--- src/rtl/upd_coh_pkg.sv ---
package upd_coh_pkg;

   typedef enum logic [1:0] {
      CS_EXCL  = 2'd0,
      CS_SHCLN = 2'd1,
      CS_SHMOD = 2'd2,
      CS_MOD   = 2'd3
   } coh_state_e;

   typedef enum logic [1:0] {
      BC_NONE   = 2'd0,
      BC_READ   = 2'd1,
      BC_UPDATE = 2'd2,
      BC_WRBACK = 2'd3
   } bus_cmd_e;

   function automatic logic st_dirty(coh_state_e s);
      return (s == CS_MOD) || (s == CS_SHMOD);
   endfunction

   function automatic logic st_shared(coh_state_e s);
      return (s == CS_SHCLN) || (s == CS_SHMOD);
   endfunction

endpackage

--- src/rtl/coh_line_array.sv ---
module coh_line_array
   import upd_coh_pkg::*;
#(
   parameter int LINES  = 4,
   parameter int TAG_W  = 8,
   parameter int WORD_W = 32,
   parameter int WORDS  = 4,
   localparam int IDX_W  = $clog2(LINES),
   localparam int OFF_W  = $clog2(WORDS),
   localparam int LINE_W = WORD_W * WORDS
) (
   input  logic              clk,
   input  logic              rst_n,
   input  logic [IDX_W-1:0]  ra_idx,
   output logic              ra_present,
   output logic [TAG_W-1:0]  ra_tag,
   output coh_state_e        ra_state,
   output logic [LINE_W-1:0] ra_line,
   input  logic [IDX_W-1:0]  rb_idx,
   output logic              rb_present,
   output logic [TAG_W-1:0]  rb_tag,
   output coh_state_e        rb_state,
   output logic [LINE_W-1:0] rb_line,
   input  logic              w_en,
   input  logic [IDX_W-1:0]  w_idx,
   input  logic              w_meta_en,
   input  logic              w_present,
   input  logic [TAG_W-1:0]  w_tag,
   input  coh_state_e        w_state,
   input  logic              w_line_en,
   input  logic [LINE_W-1:0] w_line,
   input  logic              w_word_en,
   input  logic [OFF_W-1:0]  w_off,
   input  logic [WORD_W-1:0] w_word
);

   logic [LINES-1:0]  pres_v;
   logic [TAG_W-1:0]  tag_v  [LINES];
   coh_state_e        st_v   [LINES];
   logic [LINE_W-1:0] data_v [LINES];

   for (genvar g = 0; g < LINES; g++) begin : g_line
      logic              pres_q;
      logic [TAG_W-1:0]  tag_q;
      coh_state_e        st_q;
      logic [LINE_W-1:0] data_q;
      logic              sel;

      assign sel = w_en && (w_idx == IDX_W'(g));

      always_ff @(posedge clk) begin
         if (!rst_n) begin
            pres_q <= 1'b0;
            tag_q  <= '0;
            st_q   <= CS_EXCL;
            data_q <= '0;
         end else if (sel) begin
            if (w_meta_en) begin
               pres_q <= w_present;
               tag_q  <= w_tag;
               st_q   <= w_state;
            end
            if (w_line_en)
               data_q <= w_line;
            else if (w_word_en)
               data_q[w_off*WORD_W +: WORD_W] <= w_word;
         end
      end

      assign pres_v[g] = pres_q;
      assign tag_v[g]  = tag_q;
      assign st_v[g]   = st_q;
      assign data_v[g] = data_q;
   end

   assign ra_present = pres_v[ra_idx];
   assign ra_tag     = tag_v[ra_idx];
   assign ra_state   = st_v[ra_idx];
   assign ra_line    = data_v[ra_idx];
   assign rb_present = pres_v[rb_idx];
   assign rb_tag     = tag_v[rb_idx];
   assign rb_state   = st_v[rb_idx];
   assign rb_line    = data_v[rb_idx];

   // a whole-line fill always makes the line present
   a_r2_fill_present: assert property (@(posedge clk) disable iff (!rst_n)
      (w_en && w_meta_en && w_line_en) |-> w_present);

endmodule

--- src/rtl/coh_snoop_unit.sv ---
module coh_snoop_unit
   import upd_coh_pkg::*;
#(
   parameter int ADDR_W = 12,
   parameter int WORD_W = 32,
   parameter int WORDS  = 4,
   parameter int LINES  = 4,
   localparam int OFF_W  = $clog2(WORDS),
   localparam int IDX_W  = $clog2(LINES),
   localparam int TAG_W  = ADDR_W - IDX_W - OFF_W,
   localparam int LINE_W = WORD_W * WORDS
) (
   input  logic              clk,
   input  logic              rst_n,
   input  logic              snp_valid,
   input  logic [1:0]        snp_cmd,
   input  logic [ADDR_W-1:0] snp_addr,
   input  logic [WORD_W-1:0] snp_word,
   output logic [IDX_W-1:0]  rb_idx,
   input  logic              rb_present,
   input  logic [TAG_W-1:0]  rb_tag,
   input  coh_state_e        rb_state,
   input  logic [LINE_W-1:0] rb_line,
   output logic              sw_en,
   output logic              sw_meta_en,
   output coh_state_e        sw_state,
   output logic              sw_word_en,
   output logic [OFF_W-1:0]  sw_off,
   output logic [WORD_W-1:0] sw_word,
   output logic              snp_hit_shared,
   output logic              snp_flush,
   output logic [LINE_W-1:0] snp_flush_line
);

   logic [TAG_W-1:0] s_tag;
   logic             hit, is_rd, is_up, give_line;

   assign s_tag  = snp_addr[ADDR_W-1 -: TAG_W];
   assign rb_idx = snp_addr[OFF_W +: IDX_W];
   assign sw_off = snp_addr[OFF_W-1:0];
   assign sw_word = snp_word;
   assign is_rd  = (snp_cmd == BC_READ);
   assign is_up  = (snp_cmd == BC_UPDATE);
   assign hit    = snp_valid && rb_present && (rb_tag == s_tag);
   assign snp_hit_shared = hit;
   assign give_line = hit && is_rd && st_dirty(rb_state);

   always_comb begin
      sw_meta_en = 1'b0;
      sw_word_en = 1'b0;
      sw_state   = rb_state;
      if (hit && is_rd) begin
         unique case (rb_state)
            CS_MOD:  begin sw_meta_en = 1'b1; sw_state = CS_SHMOD; end
            CS_EXCL: begin sw_meta_en = 1'b1; sw_state = CS_SHCLN; end
            default: ;
         endcase
      end else if (hit && is_up && st_shared(rb_state)) begin
         sw_word_en = 1'b1;
         sw_meta_en = 1'b1;
         sw_state   = CS_SHCLN;
      end
      sw_en = sw_meta_en || sw_word_en;
   end

   always_ff @(posedge clk) begin
      if (!rst_n) begin
         snp_flush      <= 1'b0;
         snp_flush_line <= '0;
      end else begin
         snp_flush <= give_line;
         if (give_line) snp_flush_line <= rb_line;
      end
   end

   // a flush answers only a snooped read of the previous cycle
   a_r6_flush_after_read: assert property (@(posedge clk) disable iff (!rst_n)
      snp_flush |-> $past(snp_valid && (snp_cmd == BC_READ)));

   // without a snoop there is no flush in the following cycle
   a_r10_quiet_no_flush: assert property (@(posedge clk) disable iff (!rst_n)
      !snp_valid |=> !snp_flush);

endmodule

--- src/rtl/coh_req_fsm.sv ---
module coh_req_fsm
   import upd_coh_pkg::*;
#(
   parameter int ADDR_W = 12,
   parameter int WORD_W = 32,
   parameter int WORDS  = 4,
   parameter int LINES  = 4,
   localparam int OFF_W  = $clog2(WORDS),
   localparam int IDX_W  = $clog2(LINES),
   localparam int TAG_W  = ADDR_W - IDX_W - OFF_W,
   localparam int LINE_W = WORD_W * WORDS
) (
   input  logic              clk,
   input  logic              rst_n,
   input  logic              cpu_req,
   input  logic              cpu_we,
   input  logic [ADDR_W-1:0] cpu_addr,
   input  logic [WORD_W-1:0] cpu_wdata,
   output logic              cpu_ready,
   output logic              cpu_done,
   output logic [WORD_W-1:0] cpu_rdata,
   input  logic              stall,
   output logic [IDX_W-1:0]  ra_idx,
   input  logic              ra_present,
   input  logic [TAG_W-1:0]  ra_tag,
   input  coh_state_e        ra_state,
   input  logic [LINE_W-1:0] ra_line,
   output logic              bus_req,
   output bus_cmd_e          bus_cmd,
   output logic [ADDR_W-1:0] bus_addr,
   output logic [WORD_W-1:0] bus_wdata,
   output logic [LINE_W-1:0] bus_wb_line,
   input  logic              bus_gnt,
   input  logic              bus_shared,
   input  logic [LINE_W-1:0] bus_fill_line,
   output logic              fw_en,
   output logic              fw_meta_en,
   output logic              fw_present,
   output logic [TAG_W-1:0]  fw_tag,
   output coh_state_e        fw_state,
   output logic              fw_line_en,
   output logic [LINE_W-1:0] fw_line,
   output logic              fw_word_en,
   output logic [OFF_W-1:0]  fw_off,
   output logic [WORD_W-1:0] fw_word
);

   typedef enum logic [2:0] {F_IDLE, F_LOOK, F_UPD, F_WB, F_FILL} fsm_e;

   fsm_e              st_q;
   logic              q_we;
   logic [ADDR_W-1:0] q_addr;
   logic [WORD_W-1:0] q_wdata;
   logic [TAG_W-1:0]  q_tag;
   logic [OFF_W-1:0]  q_off;
   logic              look_hit, own_line;

   assign q_tag     = q_addr[ADDR_W-1 -: TAG_W];
   assign ra_idx    = q_addr[OFF_W +: IDX_W];
   assign q_off     = q_addr[OFF_W-1:0];
   assign look_hit  = ra_present && (ra_tag == q_tag);
   assign own_line  = (ra_state == CS_EXCL) || (ra_state == CS_MOD);
   assign cpu_ready = (st_q == F_IDLE);

   always_comb begin
      bus_req     = 1'b1;
      bus_cmd     = BC_NONE;
      bus_addr    = {q_tag, ra_idx, {OFF_W{1'b0}}};
      bus_wdata   = q_wdata;
      bus_wb_line = ra_line;
      unique case (st_q)
         F_UPD:  begin bus_cmd = BC_UPDATE; bus_addr = q_addr; end
         F_WB:   begin bus_cmd = BC_WRBACK; bus_addr = {ra_tag, ra_idx, {OFF_W{1'b0}}}; end
         F_FILL: bus_cmd = BC_READ;
         default: bus_req = 1'b0;
      endcase
   end

   always_comb begin
      fw_meta_en = 1'b0;
      fw_present = 1'b1;
      fw_tag     = q_tag;
      fw_state   = ra_state;
      fw_line_en = 1'b0;
      fw_line    = bus_fill_line;
      fw_word_en = 1'b0;
      fw_off     = q_off;
      fw_word    = q_wdata;
      unique case (st_q)
         F_LOOK: if (!stall && look_hit && q_we && own_line) begin
            fw_word_en = 1'b1;
            fw_meta_en = 1'b1;
            fw_state   = CS_MOD;
         end
         F_UPD: if (bus_gnt) begin
            fw_word_en = 1'b1;
            fw_meta_en = 1'b1;
            fw_state   = bus_shared ? CS_SHMOD : CS_MOD;
         end
         F_WB: if (bus_gnt) begin
            fw_meta_en = 1'b1;
            fw_present = 1'b0;
         end
         F_FILL: if (bus_gnt) begin
            fw_meta_en = 1'b1;
            fw_line_en = 1'b1;
            fw_state   = bus_shared ? CS_SHCLN : CS_EXCL;
         end
         default: ;
      endcase
      fw_en = fw_meta_en || fw_word_en || fw_line_en;
   end

   always_ff @(posedge clk) begin
      if (!rst_n) begin
         st_q      <= F_IDLE;
         q_we      <= 1'b0;
         q_addr    <= '0;
         q_wdata   <= '0;
         cpu_done  <= 1'b0;
         cpu_rdata <= '0;
      end else begin
         cpu_done <= 1'b0;
         unique case (st_q)
            F_IDLE: if (cpu_req) begin
               q_we    <= cpu_we;
               q_addr  <= cpu_addr;
               q_wdata <= cpu_wdata;
               st_q    <= F_LOOK;
            end
            F_LOOK: if (!stall) begin
               if (look_hit) begin
                  if (!q_we) begin
                     cpu_rdata <= ra_line[q_off*WORD_W +: WORD_W];
                     cpu_done  <= 1'b1;
                     st_q      <= F_IDLE;
                  end else if (own_line) begin
                     cpu_done <= 1'b1;
                     st_q     <= F_IDLE;
                  end else begin
                     st_q <= F_UPD;
                  end
               end else if (ra_present && st_dirty(ra_state)) begin
                  st_q <= F_WB;
               end else begin
                  st_q <= F_FILL;
               end
            end
            F_UPD: if (bus_gnt) begin
               cpu_done <= 1'b1;
               st_q     <= F_IDLE;
            end
            F_WB:   if (bus_gnt) st_q <= F_FILL;
            F_FILL: if (bus_gnt) st_q <= F_LOOK;
            default: st_q <= F_IDLE;
         endcase
      end
   end

   // a snoop holds the lookup in place
   a_r11_look_waits: assert property (@(posedge clk) disable iff (!rst_n)
      (st_q == F_LOOK && stall) |=> (st_q == F_LOOK));

   // an ungranted request keeps its command and address
   a_r2_req_held: assert property (@(posedge clk) disable iff (!rst_n)
      (bus_req && !bus_gnt) |=> (bus_req && $stable(bus_cmd) && $stable(bus_addr)));

   // a granted write-back is followed directly by the line read
   a_r9_wb_then_read: assert property (@(posedge clk) disable iff (!rst_n)
      (bus_req && bus_cmd == BC_WRBACK && bus_gnt) |=> (bus_req && bus_cmd == BC_READ));

   // completion is a single-cycle pulse
   a_r3_done_pulse: assert property (@(posedge clk) disable iff (!rst_n)
      cpu_done |=> !cpu_done);

   // an idle controller requests nothing on the bus
   a_r1_idle_quiet: assert property (@(posedge clk) disable iff (!rst_n)
      cpu_ready |-> !bus_req);

endmodule

--- src/rtl/upd_coh_ctrl.sv ---
module upd_coh_ctrl
   import upd_coh_pkg::*;
#(
   parameter int ADDR_W = 12,
   parameter int WORD_W = 32,
   parameter int WORDS  = 4,
   parameter int LINES  = 4,
   localparam int OFF_W  = $clog2(WORDS),
   localparam int IDX_W  = $clog2(LINES),
   localparam int TAG_W  = ADDR_W - IDX_W - OFF_W,
   localparam int LINE_W = WORD_W * WORDS
) (
   input  logic              clk,
   input  logic              rst_n,
   input  logic              cpu_req,
   input  logic              cpu_we,
   input  logic [ADDR_W-1:0] cpu_addr,
   input  logic [WORD_W-1:0] cpu_wdata,
   output logic              cpu_ready,
   output logic              cpu_done,
   output logic [WORD_W-1:0] cpu_rdata,
   output logic              bus_req,
   output logic [1:0]        bus_cmd,
   output logic [ADDR_W-1:0] bus_addr,
   output logic [WORD_W-1:0] bus_wdata,
   output logic [LINE_W-1:0] bus_wb_line,
   input  logic              bus_gnt,
   input  logic              bus_shared,
   input  logic [LINE_W-1:0] bus_fill_line,
   input  logic              snp_valid,
   input  logic [1:0]        snp_cmd,
   input  logic [ADDR_W-1:0] snp_addr,
   input  logic [WORD_W-1:0] snp_word,
   output logic              snp_hit_shared,
   output logic              snp_flush,
   output logic [LINE_W-1:0] snp_flush_line
);

   if (WORDS < 2 || (WORDS & (WORDS - 1)) != 0) begin : g_bad_words
      $error("WORDS must be a power of two and at least 2");
   end
   if (LINES < 2 || (LINES & (LINES - 1)) != 0) begin : g_bad_lines
      $error("LINES must be a power of two and at least 2");
   end
   if (TAG_W < 1) begin : g_bad_tag
      $error("ADDR_W leaves no tag bits");
   end

   logic [IDX_W-1:0]  ra_idx, rb_idx;
   logic              ra_present, rb_present;
   logic [TAG_W-1:0]  ra_tag, rb_tag;
   coh_state_e        ra_state, rb_state;
   logic [LINE_W-1:0] ra_line, rb_line;
   bus_cmd_e          bus_cmd_t;

   logic              sw_en, sw_meta_en, sw_word_en;
   coh_state_e        sw_state;
   logic [OFF_W-1:0]  sw_off;
   logic [WORD_W-1:0] sw_word;

   logic              fw_en, fw_meta_en, fw_present, fw_line_en, fw_word_en;
   logic [TAG_W-1:0]  fw_tag;
   coh_state_e        fw_state;
   logic [LINE_W-1:0] fw_line;
   logic [OFF_W-1:0]  fw_off;
   logic [WORD_W-1:0] fw_word;

   logic              w_en, w_meta_en, w_present, w_line_en, w_word_en;
   logic [IDX_W-1:0]  w_idx;
   logic [TAG_W-1:0]  w_tag;
   coh_state_e        w_state;
   logic [OFF_W-1:0]  w_off;
   logic [WORD_W-1:0] w_word;

   assign bus_cmd = bus_cmd_t;

   // Snoop writes win the single array write port.
   always_comb begin
      if (sw_en) begin
         w_en      = 1'b1;
         w_idx     = rb_idx;
         w_meta_en = sw_meta_en;
         w_present = 1'b1;
         w_tag     = rb_tag;
         w_state   = sw_state;
         w_line_en = 1'b0;
         w_word_en = sw_word_en;
         w_off     = sw_off;
         w_word    = sw_word;
      end else begin
         w_en      = fw_en;
         w_idx     = ra_idx;
         w_meta_en = fw_meta_en;
         w_present = fw_present;
         w_tag     = fw_tag;
         w_state   = fw_state;
         w_line_en = fw_line_en;
         w_word_en = fw_word_en;
         w_off     = fw_off;
         w_word    = fw_word;
      end
   end

   coh_line_array #(
      .LINES(LINES), .TAG_W(TAG_W), .WORD_W(WORD_W), .WORDS(WORDS)
   ) u_array (
      .clk(clk), .rst_n(rst_n),
      .ra_idx(ra_idx), .ra_present(ra_present), .ra_tag(ra_tag),
      .ra_state(ra_state), .ra_line(ra_line),
      .rb_idx(rb_idx), .rb_present(rb_present), .rb_tag(rb_tag),
      .rb_state(rb_state), .rb_line(rb_line),
      .w_en(w_en), .w_idx(w_idx), .w_meta_en(w_meta_en), .w_present(w_present),
      .w_tag(w_tag), .w_state(w_state), .w_line_en(w_line_en), .w_line(fw_line),
      .w_word_en(w_word_en), .w_off(w_off), .w_word(w_word)
   );

   coh_snoop_unit #(
      .ADDR_W(ADDR_W), .WORD_W(WORD_W), .WORDS(WORDS), .LINES(LINES)
   ) u_snoop (
      .clk(clk), .rst_n(rst_n),
      .snp_valid(snp_valid), .snp_cmd(snp_cmd), .snp_addr(snp_addr),
      .snp_word(snp_word),
      .rb_idx(rb_idx), .rb_present(rb_present), .rb_tag(rb_tag),
      .rb_state(rb_state), .rb_line(rb_line),
      .sw_en(sw_en), .sw_meta_en(sw_meta_en), .sw_state(sw_state),
      .sw_word_en(sw_word_en), .sw_off(sw_off), .sw_word(sw_word),
      .snp_hit_shared(snp_hit_shared), .snp_flush(snp_flush),
      .snp_flush_line(snp_flush_line)
   );

   coh_req_fsm #(
      .ADDR_W(ADDR_W), .WORD_W(WORD_W), .WORDS(WORDS), .LINES(LINES)
   ) u_fsm (
      .clk(clk), .rst_n(rst_n),
      .cpu_req(cpu_req), .cpu_we(cpu_we), .cpu_addr(cpu_addr),
      .cpu_wdata(cpu_wdata), .cpu_ready(cpu_ready), .cpu_done(cpu_done),
      .cpu_rdata(cpu_rdata), .stall(snp_valid),
      .ra_idx(ra_idx), .ra_present(ra_present), .ra_tag(ra_tag),
      .ra_state(ra_state), .ra_line(ra_line),
      .bus_req(bus_req), .bus_cmd(bus_cmd_t), .bus_addr(bus_addr),
      .bus_wdata(bus_wdata), .bus_wb_line(bus_wb_line), .bus_gnt(bus_gnt),
      .bus_shared(bus_shared), .bus_fill_line(bus_fill_line),
      .fw_en(fw_en), .fw_meta_en(fw_meta_en), .fw_present(fw_present),
      .fw_tag(fw_tag), .fw_state(fw_state), .fw_line_en(fw_line_en),
      .fw_line(fw_line), .fw_word_en(fw_word_en), .fw_off(fw_off),
      .fw_word(fw_word)
   );

   // one bus, so a grant and a snoop never share a cycle
   a_r11_single_bus_use: assert property (@(posedge clk) disable iff (!rst_n)
      !(snp_valid && bus_gnt));

endmodule

--- config.mk ---
export PLATFORM = sky130hd
export DESIGN_NAME = upd_coh_ctrl
export DESIGN_NICKNAME = d
export VERILOG_FILES = /design/src/rtl/upd_coh_pkg.sv /design/src/rtl/coh_line_array.sv /design/src/rtl/coh_snoop_unit.sv /design/src/rtl/coh_req_fsm.sv /design/src/rtl/upd_coh_ctrl.sv
export SDC_FILE = /design/constraint.sdc
export NUM_CORES = 2
export LEC_CHECK = 0
export ABC_CLOCK_PERIOD_IN_PS = 7900
export BUFFER_PORTS_ARGS = -buffer_cell sky130_fd_sc_hd__buf_2
export CAP_MARGIN = 20
export CORE_MARGIN = 2
export CORE_UTILIZATION = 50
export CTS_BUF_LIST = sky130_fd_sc_hd__clkbuf_4 sky130_fd_sc_hd__clkbuf_8 sky130_fd_sc_hd__clkbuf_16
export DETAILED_ROUTE_END_ITERATION = 7
export PLACE_DENSITY = 0.68
export SETUP_SLACK_MARGIN = 0.1
export SLEW_MARGIN = 20
export SYNTH_ARGS = -nofsm -noshare
export SYNTH_HDL_FRONTEND = slang
export SYNTH_HIERARCHICAL = 1
export SYNTH_SLANG_ARGS = --single-unit
--- constraint.sdc ---
create_clock -name clk -period 7.9 [get_ports clk]
set_clock_uncertainty 0.2 [all_clocks]
set_input_delay 1.58 -clock clk [delete_from_list [all_inputs] [get_ports clk]]
set_output_delay 1.58 -clock clk [all_outputs]
set_load 0.01 [all_outputs]
==> impl_metrics.yaml <==
global_route:
  grt_antenna_before_repair: 30
  grt_max_degree: 202
  grt_util_all_layers_pct: 36.7
  overflow: 0
  grt_pass1_wl_mm: 230
  grt_pass1_vias: 32000
routing:
  avgRoutedWirePerCell_microns: 31.5
  detail_route.iter0.violations: 4937
  dr_wl_met2_mm: 69.9
  drt-total-wl_mm: 161
  drt_first_pass_iters: 6
  highest_layer: "met5"
  vias: 34800
  dr_wl_met3_mm: 20.9
  wl_met1_mm: 58.6
  drc: 0
  ant_nets: 0
  viasPerCell: 6.80
clock_network:
  cts_tree: "done"
  clockBufferDepth: 3
  cts_resized: 0
  root_buffer: "clkbuf_16"
  cts_setup_buffers: 0
  ctsHtreeMaxLevel: 3
  cts_made_buffers: 85
  insertion_delay_ns: 0.66
  cts_sinks: 766
  postCtsHoldBufs: 0
  clkTransAtPathRegs_ns: 0.06
finish:
  final_cell_area_sq_um: 44100
  layout_common_cells: "dfxtp_1, buf_2, a21oi_1"
  syn2layout_area_growth_pct: 6.70
  layout.nets: 4184
  layout_commonest_cell: "dfxtp_1"
  drive_gt1_share_pct: 31.7
pwr:
  ir_drop_mv: 0.165
  p_per_area_nw_per_um2: 200
  p_leak_nw: 15.2
yosys:
  seq_area_frac_synth_pct: 37.1
  synth_largest_area_cell: "dfxtp_1"
  synth_area_leaders: "dfxtp_1, mux4_2, a211oi_1"
  yosysUniqueCellTypes: 71
  mappedNetlistNets: 4251
  yosysWarnings: 6
  netlist_area_sq_um: 41300
  yosys_register_bits: 766
  synth.avg_cell_area_sq_um: 10.3
  synth_top_area_share_pct: 37.1
  synth_cells: 4016
  ys.flop_type: "dfxtp_1"
  synth_edf_count: 0
  synthArstFlopShare_pct: 0
sta:
  tightest_slew_ns: 1.22
  min_period_ns: 6.24
  slew-limit-headroom_pct: 18.5
  setup_tns_ns: 0
  finalHoldViolations: 0
  drv_slew: 0
  finalCritPeriodShare_pct: 78.9
  rsz0062_at_grt: "no"
  holdWs_ns: 0.249
  setup_viol: 0
  max_freq_mhz: 160
worst_hold_path:
  whs_path_depth: 2
  hold_end: "u_snoop/snp_flush_line[40]"
  min_path_type: "flip-flop to flip-flop"
  hp-start: "u_snoop/snp_flush_line[40]"
setup_path:
  cp-startpoint: "snp_addr[3]"
  timing.rr.end: "u_array/g_line[0].data_q[125]"
  r2r_cells: 11
  criticalPathCategory: "primary input to flip-flop"
  reg2reg_from: "u_fsm/q_addr[3]"
  path_max_fanout: 106
  arrival_ns: 6.58
  crit_path_start_kind: "primary input"
  critPathRequiredTime_ns: 8.25
  worstSetupEndpointType: "flip-flop"
  reg2reg_slack_ns: 2.63
floorplanning:
  ios: 564
  dieArea_sq_um: 85000
  core_area_sq_um: 82000
  num_rows: 105
  start_util_pct: 50.4
  die_y_microns: 291
  die_x_microns: 291
placement:
  dpl_cell_area_sq_um: 41100
  gp_congestion: 0.913
  dp_hpwl_mm: 107
  port_buffers: 563
flow_run:
  cap_violations: 0
outcome:
  outcome: "completed"
cells in the mapped netlist, types with 4 or more instances:
cell,number
buf_8,10
o21ai_1,9
and2_1,77
a211oi_1,426
xnor2_1,9
mux2_4,47
a21boi_0,12
o21ai_0,128
ha_1,10
and2_4,4
buf_6,52
nor2_1,9
buf_12,5
inv_1,11
a32oi_1,128
a21boi_1,33
dfxtp_1,766
buf_4,370
buf_2,169
clkbuf_1,178
a21oi_1,560
mux2_2,10
xor2_1,5
mux2i_1,33
nand2_1,324
mux4_2,310
and3_1,5
a211oi_2,86
nor2b_1,39
nand3_1,135
worst max-delay path: stages:
cell and delay (ns):
buf_6 0.42, mux4_2 0.61, xnor2_1 0.23, nand3_1 0.15, or4_4 0.60, nor2_4 0.18
mux2_4 0.36, inv_1 0.12, ha_1 0.15, buf_4 0.30, a21o_4 0.35, buf_4 0.86
a21oi_1 0.15, a211oi_1 0.28
layout make-up:
type,instances,area [sq um]
sequential,766,15300
multi-input combinational,2452,20900
antenna,34,85.1
inverter,12,52.6
clock buffer,122,2560
fill,7359,37900
tap,1070,1340
timing repair buffer,632,3440
clock inverter,31,393
sequential cells by signal, indices dropped and copies added, names as in the netlist, 3 cells and up:
name / cells
u_fsm/st_q: 3
u_fsm/bus_wdata: 32
u_snoop/snp_flush_line: 128
u_array/g_line.tag_q: 32
u_array/g_line.pres_q: 4
u_array/g_line.data_q: 512
u_array/g_line.st_q: 8
u_fsm/cpu_rdata: 32
u_fsm/q_addr: 12
kinds of logic (layout without fill, tap and decap cells):
group | after synthesis | after routing | synth area share [%]
compound gates | 1398 | 1398 | 22.6
mux | 400 | 400 | 19.7
simple gates | 629 | 629 | 7.40
fa+ha+maj | 10 | 10 | 0.303
other cells | 0 | 34 | 0
buf+inv | 798 | 797 | 12.5
flops | 766 | 766 | 37.1
xor+xnor | 15 | 15 | 0.336
through the flow:
stage	std cells	util (%)	total power [mW]	setup WS, ns
final	5119	53.8	8.83	1.66
after floorplan	4016	-	4.46	1.95
after detailed placement	4932	50.1	4.67	1.12
after CTS	5085	53.7	8.82	1.82
after global placement	4932	50.1	4.67	1.22
after global routing	5091	53.7	9.04	1.45
power breakdown:
part	total [mW]	internal, mW	switching, mW	leakage (nW)
sequential	3.91	3.88	0.0347	6.18
clock	4.23	2.51	1.71	1.48
combinational	0.692	0.211	0.481	7.55
worst max-delay path by stage:
stage,endpoint,slack (ns)
final,u_array/g_line[3].data_q[69],1.66
after detailed placement,u_array/g_line[0].data_q[83],1.12
after global placement,u_array/g_line[1].data_q[85],1.22
after CTS,u_array/g_line[0].data_q[88],1.82
after global routing,u_array/g_line[3].data_q[91],1.45
after floorplan,u_array/g_line[1].data_q[100],1.95
layer usage:
metal | global-route usage, % | vias to the layer above
met5 | 0 | -
met4 | 26.9 | 12
met3 | 11.4 | 448
met2 | 52.3 | 2470
met1 | 46.8 | 17100
li1 | - | 14800
(Power assumes the default switching activity.)
